## src/rtl/cc_gen_pkg.sv

```systemverilog
package cc_gen_pkg;

    typedef enum logic [4:0] {
        SEL_K0, SEL_K1, SEL_K2, SEL_K3,
        SEL_TST_N, SEL_TST_W,
        SEL_CMPS_N, SEL_CMPS_W,
        SEL_CMPU_N, SEL_CMPU_W,
        SEL_ADDS_N, SEL_ADDS_W,
        SEL_ADDL_N, SEL_ADDL_W,
        SEL_ADDC_N, SEL_ADDC_W,
        SEL_SUBS_N, SEL_SUBS_W,
        SEL_SUBL_N, SEL_SUBL_W,
        SEL_SUBB_N, SEL_SUBB_W,
        SEL_ABS_N, SEL_ABS_W,
        SEL_NABS_N, SEL_NABS_W,
        SEL_CPL_N, SEL_CPL_W,
        SEL_NZ
    } cc_sel_e;

    // Group boundaries used by the top-level result selector
    localparam logic [4:0] GRP_CMP_LO = 5'd4;
    localparam logic [4:0] GRP_ARI_LO = 5'd10;
    localparam logic [4:0] GRP_UNA_LO = 5'd22;
    localparam logic [4:0] SEL_TOP    = 5'd28;

    localparam int OPND_A = 0;
    localparam int OPND_B = 1;
    localparam int OPND_R = 2;

    // Zero / negative / positive -> 0 / 1 / 2
    function automatic logic [1:0] sign_class(input logic is_zero, input logic is_neg);
        if (is_zero) return 2'd0;
        if (is_neg)  return 2'd1;
        return 2'd2;
    endfunction

endpackage

```

## src/rtl/cc_opnd_fmt.sv

```systemverilog
module cc_opnd_fmt #(
    parameter int DW = 64
) (
    input  logic                wide,
    input  logic [2:0][DW-1:0]  raw,
    output logic [2:0][DW-1:0]  sx,
    output logic [2:0][DW-1:0]  zx,
    output logic [2:0]          neg,
    output logic [2:0]          nz
);
    localparam int HW = DW / 2;

    // Same narrowing for each of the three operands
    for (genvar i = 0; i < 3; i++) begin : g_opnd
        assign sx[i]  = wide ? raw[i] : {{(DW-HW){raw[i][HW-1]}}, raw[i][HW-1:0]};
        assign zx[i]  = wide ? raw[i] : {{(DW-HW){1'b0}}, raw[i][HW-1:0]};
        assign neg[i] = sx[i][DW-1];
        assign nz[i]  = |zx[i];
    end
endmodule

```

## src/rtl/cc_cmp_unit.sv

```systemverilog
module cc_cmp_unit
    import cc_gen_pkg::*;
#(
    parameter int DW = 64
) (
    input  cc_sel_e          sel,
    input  logic [DW-1:0]    a_sx,
    input  logic [DW-1:0]    b_sx,
    input  logic [DW-1:0]    a_zx,
    input  logic [DW-1:0]    b_zx,
    input  logic [DW-1:0]    r_sx,
    output logic [1:0]       cc
);
    logic s_lt, u_lt, eq;

    assign eq   = (a_zx == b_zx);
    assign s_lt = ($signed(a_sx) < $signed(b_sx));
    assign u_lt = (a_zx < b_zx);

    always_comb begin
        case (sel)
            SEL_TST_N, SEL_TST_W:   cc = sign_class(r_sx == '0, $signed(r_sx) < 0);
            SEL_CMPS_N, SEL_CMPS_W: cc = eq ? 2'd0 : (s_lt ? 2'd1 : 2'd2);
            SEL_CMPU_N, SEL_CMPU_W: cc = eq ? 2'd0 : (u_lt ? 2'd1 : 2'd2);
            default:                cc = 2'd0;
        endcase
    end
endmodule

```

## src/rtl/cc_arith_unit.sv

```systemverilog
module cc_arith_unit
    import cc_gen_pkg::*;
#(
    parameter int DW = 64
) (
    input  cc_sel_e          sel,
    input  logic             wide,
    input  logic [DW-1:0]    a,
    input  logic [DW-1:0]    b,
    input  logic [DW-1:0]    r,
    input  logic [2:0]       neg,
    input  logic [2:0]       nz,
    output logic [1:0]       cc
);
    localparam int            HW     = DW / 2;
    localparam logic [DW-1:0] LOMASK = {{(DW-HW){1'b0}}, {HW{1'b1}}};

    logic [DW-1:0] keep, b_plus_cin, plain_diff;
    logic          pos_a, pos_b, pos_r;
    logic          ovf_add, ovf_sub;
    logic          cy_plain, cy_rec, borrow_in, borrow_out;

    assign keep  = wide ? '1 : LOMASK;
    assign pos_a = !neg[OPND_A] && nz[OPND_A];
    assign pos_b = !neg[OPND_B] && nz[OPND_B];
    assign pos_r = !neg[OPND_R] && nz[OPND_R];

    assign ovf_add = (pos_a && pos_b && neg[OPND_R]) ||
                     (neg[OPND_A] && neg[OPND_B] && pos_r);
    assign ovf_sub = (pos_a && neg[OPND_B] && neg[OPND_R]) ||
                     (neg[OPND_A] && pos_b && pos_r);

    // Carry recovery: result minus first operand gives second plus carry-in
    assign b_plus_cin = (r - a) & keep;
    assign cy_plain   = (r < a);
    assign cy_rec     = (b_plus_cin < b) || (r < a);

    // Borrow recovery: a mismatch with the plain difference implies a borrow-in
    assign plain_diff = (a - b) & keep;
    assign borrow_in  = (r != plain_diff);
    assign borrow_out = borrow_in ? (b >= a) : (b > a);

    always_comb begin
        case (sel)
            SEL_ADDS_N, SEL_ADDS_W:
                cc = ovf_add ? 2'd3 : sign_class(!nz[OPND_R], neg[OPND_R]);
            SEL_SUBS_N, SEL_SUBS_W:
                cc = ovf_sub ? 2'd3 : sign_class(!nz[OPND_R], neg[OPND_R]);
            SEL_ADDL_N, SEL_ADDL_W: cc = {cy_plain, nz[OPND_R]};
            SEL_ADDC_N, SEL_ADDC_W: cc = {cy_rec, nz[OPND_R]};
            SEL_SUBL_N, SEL_SUBL_W:
                cc = !nz[OPND_R] ? 2'd2 : ((b > a) ? 2'd1 : 2'd3);
            SEL_SUBB_N, SEL_SUBB_W: cc = {!borrow_out, nz[OPND_R]};
            default:                cc = 2'd0;
        endcase
    end
endmodule

```

## src/rtl/cc_unary_unit.sv

```systemverilog
module cc_unary_unit
    import cc_gen_pkg::*;
#(
    parameter int DW = 64
) (
    input  cc_sel_e          sel,
    input  logic             wide,
    input  logic [DW-1:0]    r,
    input  logic             r_neg,
    input  logic             r_nz,
    output logic [1:0]       cc
);
    localparam int            HW    = DW / 2;
    localparam logic [DW-1:0] MIN_W = {1'b1, {(DW-1){1'b0}}};
    localparam logic [DW-1:0] MIN_N = {{(DW-HW){1'b0}}, 1'b1, {(HW-1){1'b0}}};

    logic is_min;

    assign is_min = (r == (wide ? MIN_W : MIN_N));

    always_comb begin
        case (sel)
            SEL_ABS_N, SEL_ABS_W:   cc = is_min ? 2'd3 : (r_nz ? 2'd2 : 2'd0);
            SEL_NABS_N, SEL_NABS_W: cc = {1'b0, r_nz};
            SEL_CPL_N, SEL_CPL_W:   cc = is_min ? 2'd3 : sign_class(!r_nz, r_neg);
            SEL_NZ:                 cc = {1'b0, r_nz};
            default:                cc = 2'd0;
        endcase
    end
endmodule

```

## src/rtl/cond_code_gen.sv

```systemverilog
module cond_code_gen
    import cc_gen_pkg::*;
#(
    parameter int DW      = 64,
    parameter bit OUT_REG = 1'b1
) (
    input  logic           clk,
    input  logic           rst_n,
    input  logic           in_valid,
    input  logic [4:0]     sel,
    input  logic [DW-1:0]  op_a,
    input  logic [DW-1:0]  op_b,
    input  logic [DW-1:0]  op_r,
    output logic           out_valid,
    output logic [1:0]     cc,
    output logic           sel_err
);
    cc_sel_e           sel_e;
    logic              wide;
    logic [2:0][DW-1:0] opnd_sx, opnd_zx;
    logic [2:0]        opnd_neg, opnd_nz;
    logic [1:0]        cmp_cc, ari_cc, una_cc;
    logic [1:0]        cc_nx;
    logic              err_nx;

    assign sel_e = cc_sel_e'(sel);
    assign wide  = sel[0] || (sel == SEL_TOP);

    cc_opnd_fmt #(.DW(DW)) u_fmt (
        .wide (wide),
        .raw  ({op_r, op_b, op_a}),
        .sx   (opnd_sx),
        .zx   (opnd_zx),
        .neg  (opnd_neg),
        .nz   (opnd_nz)
    );

    cc_cmp_unit #(.DW(DW)) u_cmp (
        .sel  (sel_e),
        .a_sx (opnd_sx[OPND_A]),
        .b_sx (opnd_sx[OPND_B]),
        .a_zx (opnd_zx[OPND_A]),
        .b_zx (opnd_zx[OPND_B]),
        .r_sx (opnd_sx[OPND_R]),
        .cc   (cmp_cc)
    );

    cc_arith_unit #(.DW(DW)) u_ari (
        .sel  (sel_e),
        .wide (wide),
        .a    (opnd_zx[OPND_A]),
        .b    (opnd_zx[OPND_B]),
        .r    (opnd_zx[OPND_R]),
        .neg  (opnd_neg),
        .nz   (opnd_nz),
        .cc   (ari_cc)
    );

    cc_unary_unit #(.DW(DW)) u_una (
        .sel   (sel_e),
        .wide  (wide),
        .r     (opnd_zx[OPND_R]),
        .r_neg (opnd_neg[OPND_R]),
        .r_nz  (opnd_nz[OPND_R]),
        .cc    (una_cc)
    );

    // Group select
    always_comb begin
        err_nx = 1'b0;
        if (sel < GRP_CMP_LO)       cc_nx = sel[1:0];
        else if (sel < GRP_ARI_LO)  cc_nx = cmp_cc;
        else if (sel < GRP_UNA_LO)  cc_nx = ari_cc;
        else if (sel <= SEL_TOP)    cc_nx = una_cc;
        else begin
            cc_nx  = 2'd0;
            err_nx = 1'b1;
        end
    end

    if (OUT_REG) begin : g_reg
        always_ff @(posedge clk or negedge rst_n) begin
            if (!rst_n) begin
                out_valid <= 1'b0;
                cc        <= 2'd0;
                sel_err   <= 1'b0;
            end else begin
                out_valid <= in_valid;
                if (in_valid) begin
                    cc      <= cc_nx;
                    sel_err <= err_nx;
                end
            end
        end
    end else begin : g_comb
        assign out_valid = in_valid;
        assign cc        = cc_nx;
        assign sel_err   = err_nx;
    end
endmodule

```

## config.mk

```make
export PLATFORM = sky130hd
export DESIGN_NAME = cond_code_gen
export DESIGN_NICKNAME = d
export VERILOG_FILES = /design/src/rtl/cc_gen_pkg.sv /design/src/rtl/cc_opnd_fmt.sv /design/src/rtl/cc_cmp_unit.sv /design/src/rtl/cc_arith_unit.sv /design/src/rtl/cc_unary_unit.sv /design/src/rtl/cond_code_gen.sv
export SDC_FILE = /design/constraint.sdc
export NUM_CORES = 1
export LEC_CHECK = 0
export BUFFER_PORTS_ARGS = -buffer_cell sky130_fd_sc_hd__buf_4
export CORE_MARGIN = 2
export CORE_UTILIZATION = 61
export CTS_CLUSTER_DIAMETER = 30
export DETAILED_ROUTE_END_ITERATION = 8
export GPL_ROUTABILITY_DRIVEN = 1
export PLACE_DENSITY = 0.85
export SYNTH_ARGS = -nofsm -noshare
export SYNTH_HDL_FRONTEND = slang
export SYNTH_SLANG_ARGS = --single-unit
```

## constraint.sdc

```tcl
create_clock -name clk -period 0.9 [get_ports clk]
set_input_delay 0.135 -clock clk [delete_from_list [all_inputs] [get_ports clk]]
set_output_delay 0.135 -clock clk [all_outputs]
set_load 0.02 [all_outputs]
```

==> results of run 1 <==
## stage by stage
step           cells  cell area (µm²)  setup TNS, ps
2_1_floorplan   2143            14000          -6600
3_3_place_gp    3438            22100          -8680
## cell usage after synthesis, types with 54 or more instances
cell type	n
o21ai_0	112
xnor2_1	80
nand2_1	275
clkbuf_1	60
nand3_1	63
nor4_1	71
ha_1	223
nor2_1	179
inv_1	130
a21oi_1	229
a21o_1	61
nor3_1	54
nand4_1	82
## logic make-up after synthesis
group,after synthesis,synth area share (%)
AND/OR/NAND/NOR,898,32.2
AO/OA/AOI/OAI,665,31.3
adder cells (fa/ha/maj),225,20.6
buffers and inverters,201,5.52
XOR/XNOR,132,8.40
multiplexers,18,1.35
flip-flops,4,0.727
==> qor.yml, run 1 <==
status: "aborted with a tool error"
stop_stage: "detailed placement"
stop_error: "[ERROR DPL-0038] Utilization greater than 100%, impossible to legalize"
synthDistinctLibCells: 81
synthTopCellsByArea: "ha_1, a21oi_1, nand2_1"
synth.yosys.seq_area_share_pct: 0.727
synthesis.instances: 2143
place.gp.congestion: 1.20
yosys_warnings: 0
synth_top_area_cell: "ha_1"
avgSynthCellArea_um2: 6.42
io_pins: 204
syn_area_um2: 13800
initial_core_util_pct: 62.7
io_buffers: 203
synth_edf_count: 0
rows: 54
synthArstFlopShare_pct: 100
yosys_most_used_dff: "dfrtp_1"
synth_nets: 2568
die_w_um: 154
synth-seq-cells: 4
die_h_um: 154
synth_top_area_share_pct: 20.3
==> inputs of run 2 (changes only) <==
--- a/config.mk
+++ b/config.mk
@@ -7,11 +7,10 @@
 export LEC_CHECK = 0
 export BUFFER_PORTS_ARGS = -buffer_cell sky130_fd_sc_hd__buf_4
 export CORE_MARGIN = 2
-export CORE_UTILIZATION = 61
-export CTS_CLUSTER_DIAMETER = 30
+export CORE_UTILIZATION = 40
 export DETAILED_ROUTE_END_ITERATION = 8
 export GPL_ROUTABILITY_DRIVEN = 1
-export PLACE_DENSITY = 0.85
+export PLACE_DENSITY_LB_ADDON = 0.15
 export SYNTH_ARGS = -nofsm -noshare
 export SYNTH_HDL_FRONTEND = slang
 export SYNTH_SLANG_ARGS = --single-unit
==> qor.yml, run 2 <==
status: "complete, but fails checks"
violations: "negative setup slack"
grt_max_degree: 37
combPwrFrac_pct: 95.8
synth_xor_area_share_pct: 8.40
min_from: "in_valid"
syn_area_um2: 13800
power_frac_seq_pct: 1.0
reg2reg_from: "cc[1]"
required_ps: 990
initial_core_util_pct: 40.8
p_switching_mw: 10.6
top_register: "cc"
clock_path_buffers: 2
r2r_end: "cc[1]"
synthArstFlopShare_pct: 100
slew_headroom_pct: 53.9
yosys_warnings: 0
place.gp.congestion: 1.01
top_regs: "cc (2), out_valid (1), sel_err (1)"
antenna-diode-count: 0
synth_top_area_cell: "ha_1"
final_common_cell: "buf_4"
critPathMaxFanout: 7
yosys_most_used_dff: "dfrtp_1"
cts_root_buf: "clkbuf_16"
hold_path_depth: 2
setup_viol: 2
synth-simple-area-share_pct: 32.2
rr_worst_depth: 3
skew_ps: 0
drt-pass1-iter-count: 6
clk_latency_ps: 220
synth-seq-cells: 4
avgSynthCellArea_um2: 6.42
synthTopCellsByArea: "ha_1, a21oi_1, nand2_1"
grt_usage_pct: 39.9
hold_viol: 0
cap_violations: 0
fin_nets: 3685
cts_sinks: 4
rsz0062_at_grt: "yes"
drc: 0
final_cell_mix: "buf_4, nand2_1, a21oi_1, ha_1, nor2_1"
hold_slack_ps: 187
area_delta_synth_final_pct: 71.2
cp_slowest_stage_delay_ps: 330
first_iter_violations: 1680
cts_buffers: 3
largest_register_ffs: 2
cp_data_arrival_time_ps: 5280
cp-start-kind: "input pin"
core_um2: 33700
io_pins: 204
grt-ovfl-total: 0
max_freq_mhz: 193
power_mw: 21.5
stdcell_area_um2: 23600
rows: 67
worst_path_most_repeated_cell: "buf_4"
fillers: 2944
ir_worst_vdd_v: 0.000607
wl_per_cell_um: 20.1
htree_levels: 1
synth_top_area_share_pct: 20.3
switching_share_pct: 49.3
die_w_um: 190
post-synth-top-count-cell: "nand2_1"
synthDistinctLibCells: 81
dp_hpwl_um: 65100
hp-class: "input pin to flip-flop"
dr_total_vias: 21386
cp_num_buf_inv: 5
finalMaxSlewViolations: 0
crit_slowest_cell: "ha_1"
synth_top_family_by_area: "simple AND/OR/NAND/NOR gates"
fin_crit_sh_pct: 577
grt_pass1_wl_um: 113000
p_clk_share_pct: 3.2
io_buffers: 203
power_density_nw_per_um2: 913
worst-slew-pin-transition_ps: 690
muxShareOfSynthArea_pct: 1.35
viasPerCell: 5.77
antenna_left: 0
path_class: "input pin to flip-flop"
die_h_um: 190
fin_ws_ps: -4290
intPower_mw: 10.9
critPathTopFamily: "simple AND/OR/NAND/NOR gates"
synth_edf_count: 0
period_minus_slack_ps: 5190
cp-end-kind: "flip-flop"
antenna_found_initial: 1
layout-drive-gt1-share_pct: 39.3
ff2ff_setup_slack_ps: 60
finalWirelength_um: 74700
tritoncts: "built"
synthAdderAreaFrac_pct: 20.6
dpl_worst_slack_ps: -5010
die-area_um2: 35900
dpl_cell_area_um2: 22900
grt_pass1_vias: 21121
hold_path_end: "out_valid"
synth_nets: 2568
clk_pin_slew_worst_paths_ps: 30
synthesis.instances: 2143
synth_compound_area_share_pct: 31.3
synth_common_cells: "nand2_1, a21oi_1, ha_1"
p_leak_nw: 11.9
tns_ps: -7260
synth.yosys.seq_area_share_pct: 0.727
[run 2: cell counts after synthesis]
Identical to the previous run, type by type.
[run 2: worst max path at each step]
stage | cells past startpoint | startpoint | slack [ps] | endpoint
final | 32 | sel[1] | -4290 | cc[1]
after global routing | 30 | sel[1] | -4550 | cc[1]
after CTS | 30 | op_a[0] | -4170 | cc[1]
after detailed placement | 30 | op_r[0] | -5010 | cc[1]
after global placement | 30 | op_r[0] | -4860 | cc[1]
after floorplan | 31 | sel[4] | -4280 | cc[1]
[run 2: layout make-up]
type,instances,area [µm²],share of cell area (%)
Multi-Input combinational cell,1938,13300,56.5
Timing Repair Buffer,1183,9020,38.3
Tap cell,448,561,2.38
Inverter,130,488,2.07
Sequential cell,4,100,0.425
Clock buffer,3,75.1,0.319
[run 2: routing by layer]
metal | global-route usage (%) | part of all wire [%]
met2 | 67.4 | 45
met1 | 50.3 | 42
met4 | 18.6 | 5.6
met5 | 0 | 0
met3 | 5.15 | 8.1
[run 2: stage by stage]
step                instances  util (%)
floorplan                2143         -
global placement         3685      68.0
detailed placement       3685      68.0
CTS                      3704      69.7
global route             3706      69.9
finish                   3706      69.9
[run 2: power by group through the flow]
stage	Combinational (mW)	Sequential (mW)	Clock, mW
final	20.6	0.217	0.685
after global routing	22.1	0.218	0.714
after CTS	20.0	0.217	0.687
after detailed placement	19.4	0.217	0
after global placement	19.0	0.216	0
after floorplan	9.40	0.239	0
[run 2: cells by family after synthesis]
group,after synthesis
AO/OA/AOI/OAI,665
XOR/XNOR,132
adder cells (fa/ha/maj),225
buffers and inverters,201
flip-flops,4
multiplexers,18
AND/OR/NAND/NOR,898
[run 2: worst register-to-register path, stage by stage, from the launching register on]
cell     delay [ps]
dfrtp_1         390
buf_4           140
o32ai_2         110
a21oi_1          60
[run 2: repair_timing]
action                                  4_1_cts  5_1_grt
endpoints found under the setup margin        4        5
pin swaps                                    45        8
hold buffers                                  1        0
endpoints found under the hold margin         4        0
resized for setup                            69       15
buffers inserted                             15        2
gates cloned                                  1        0
No activity file was read; power rests on OpenSTA's default activity.
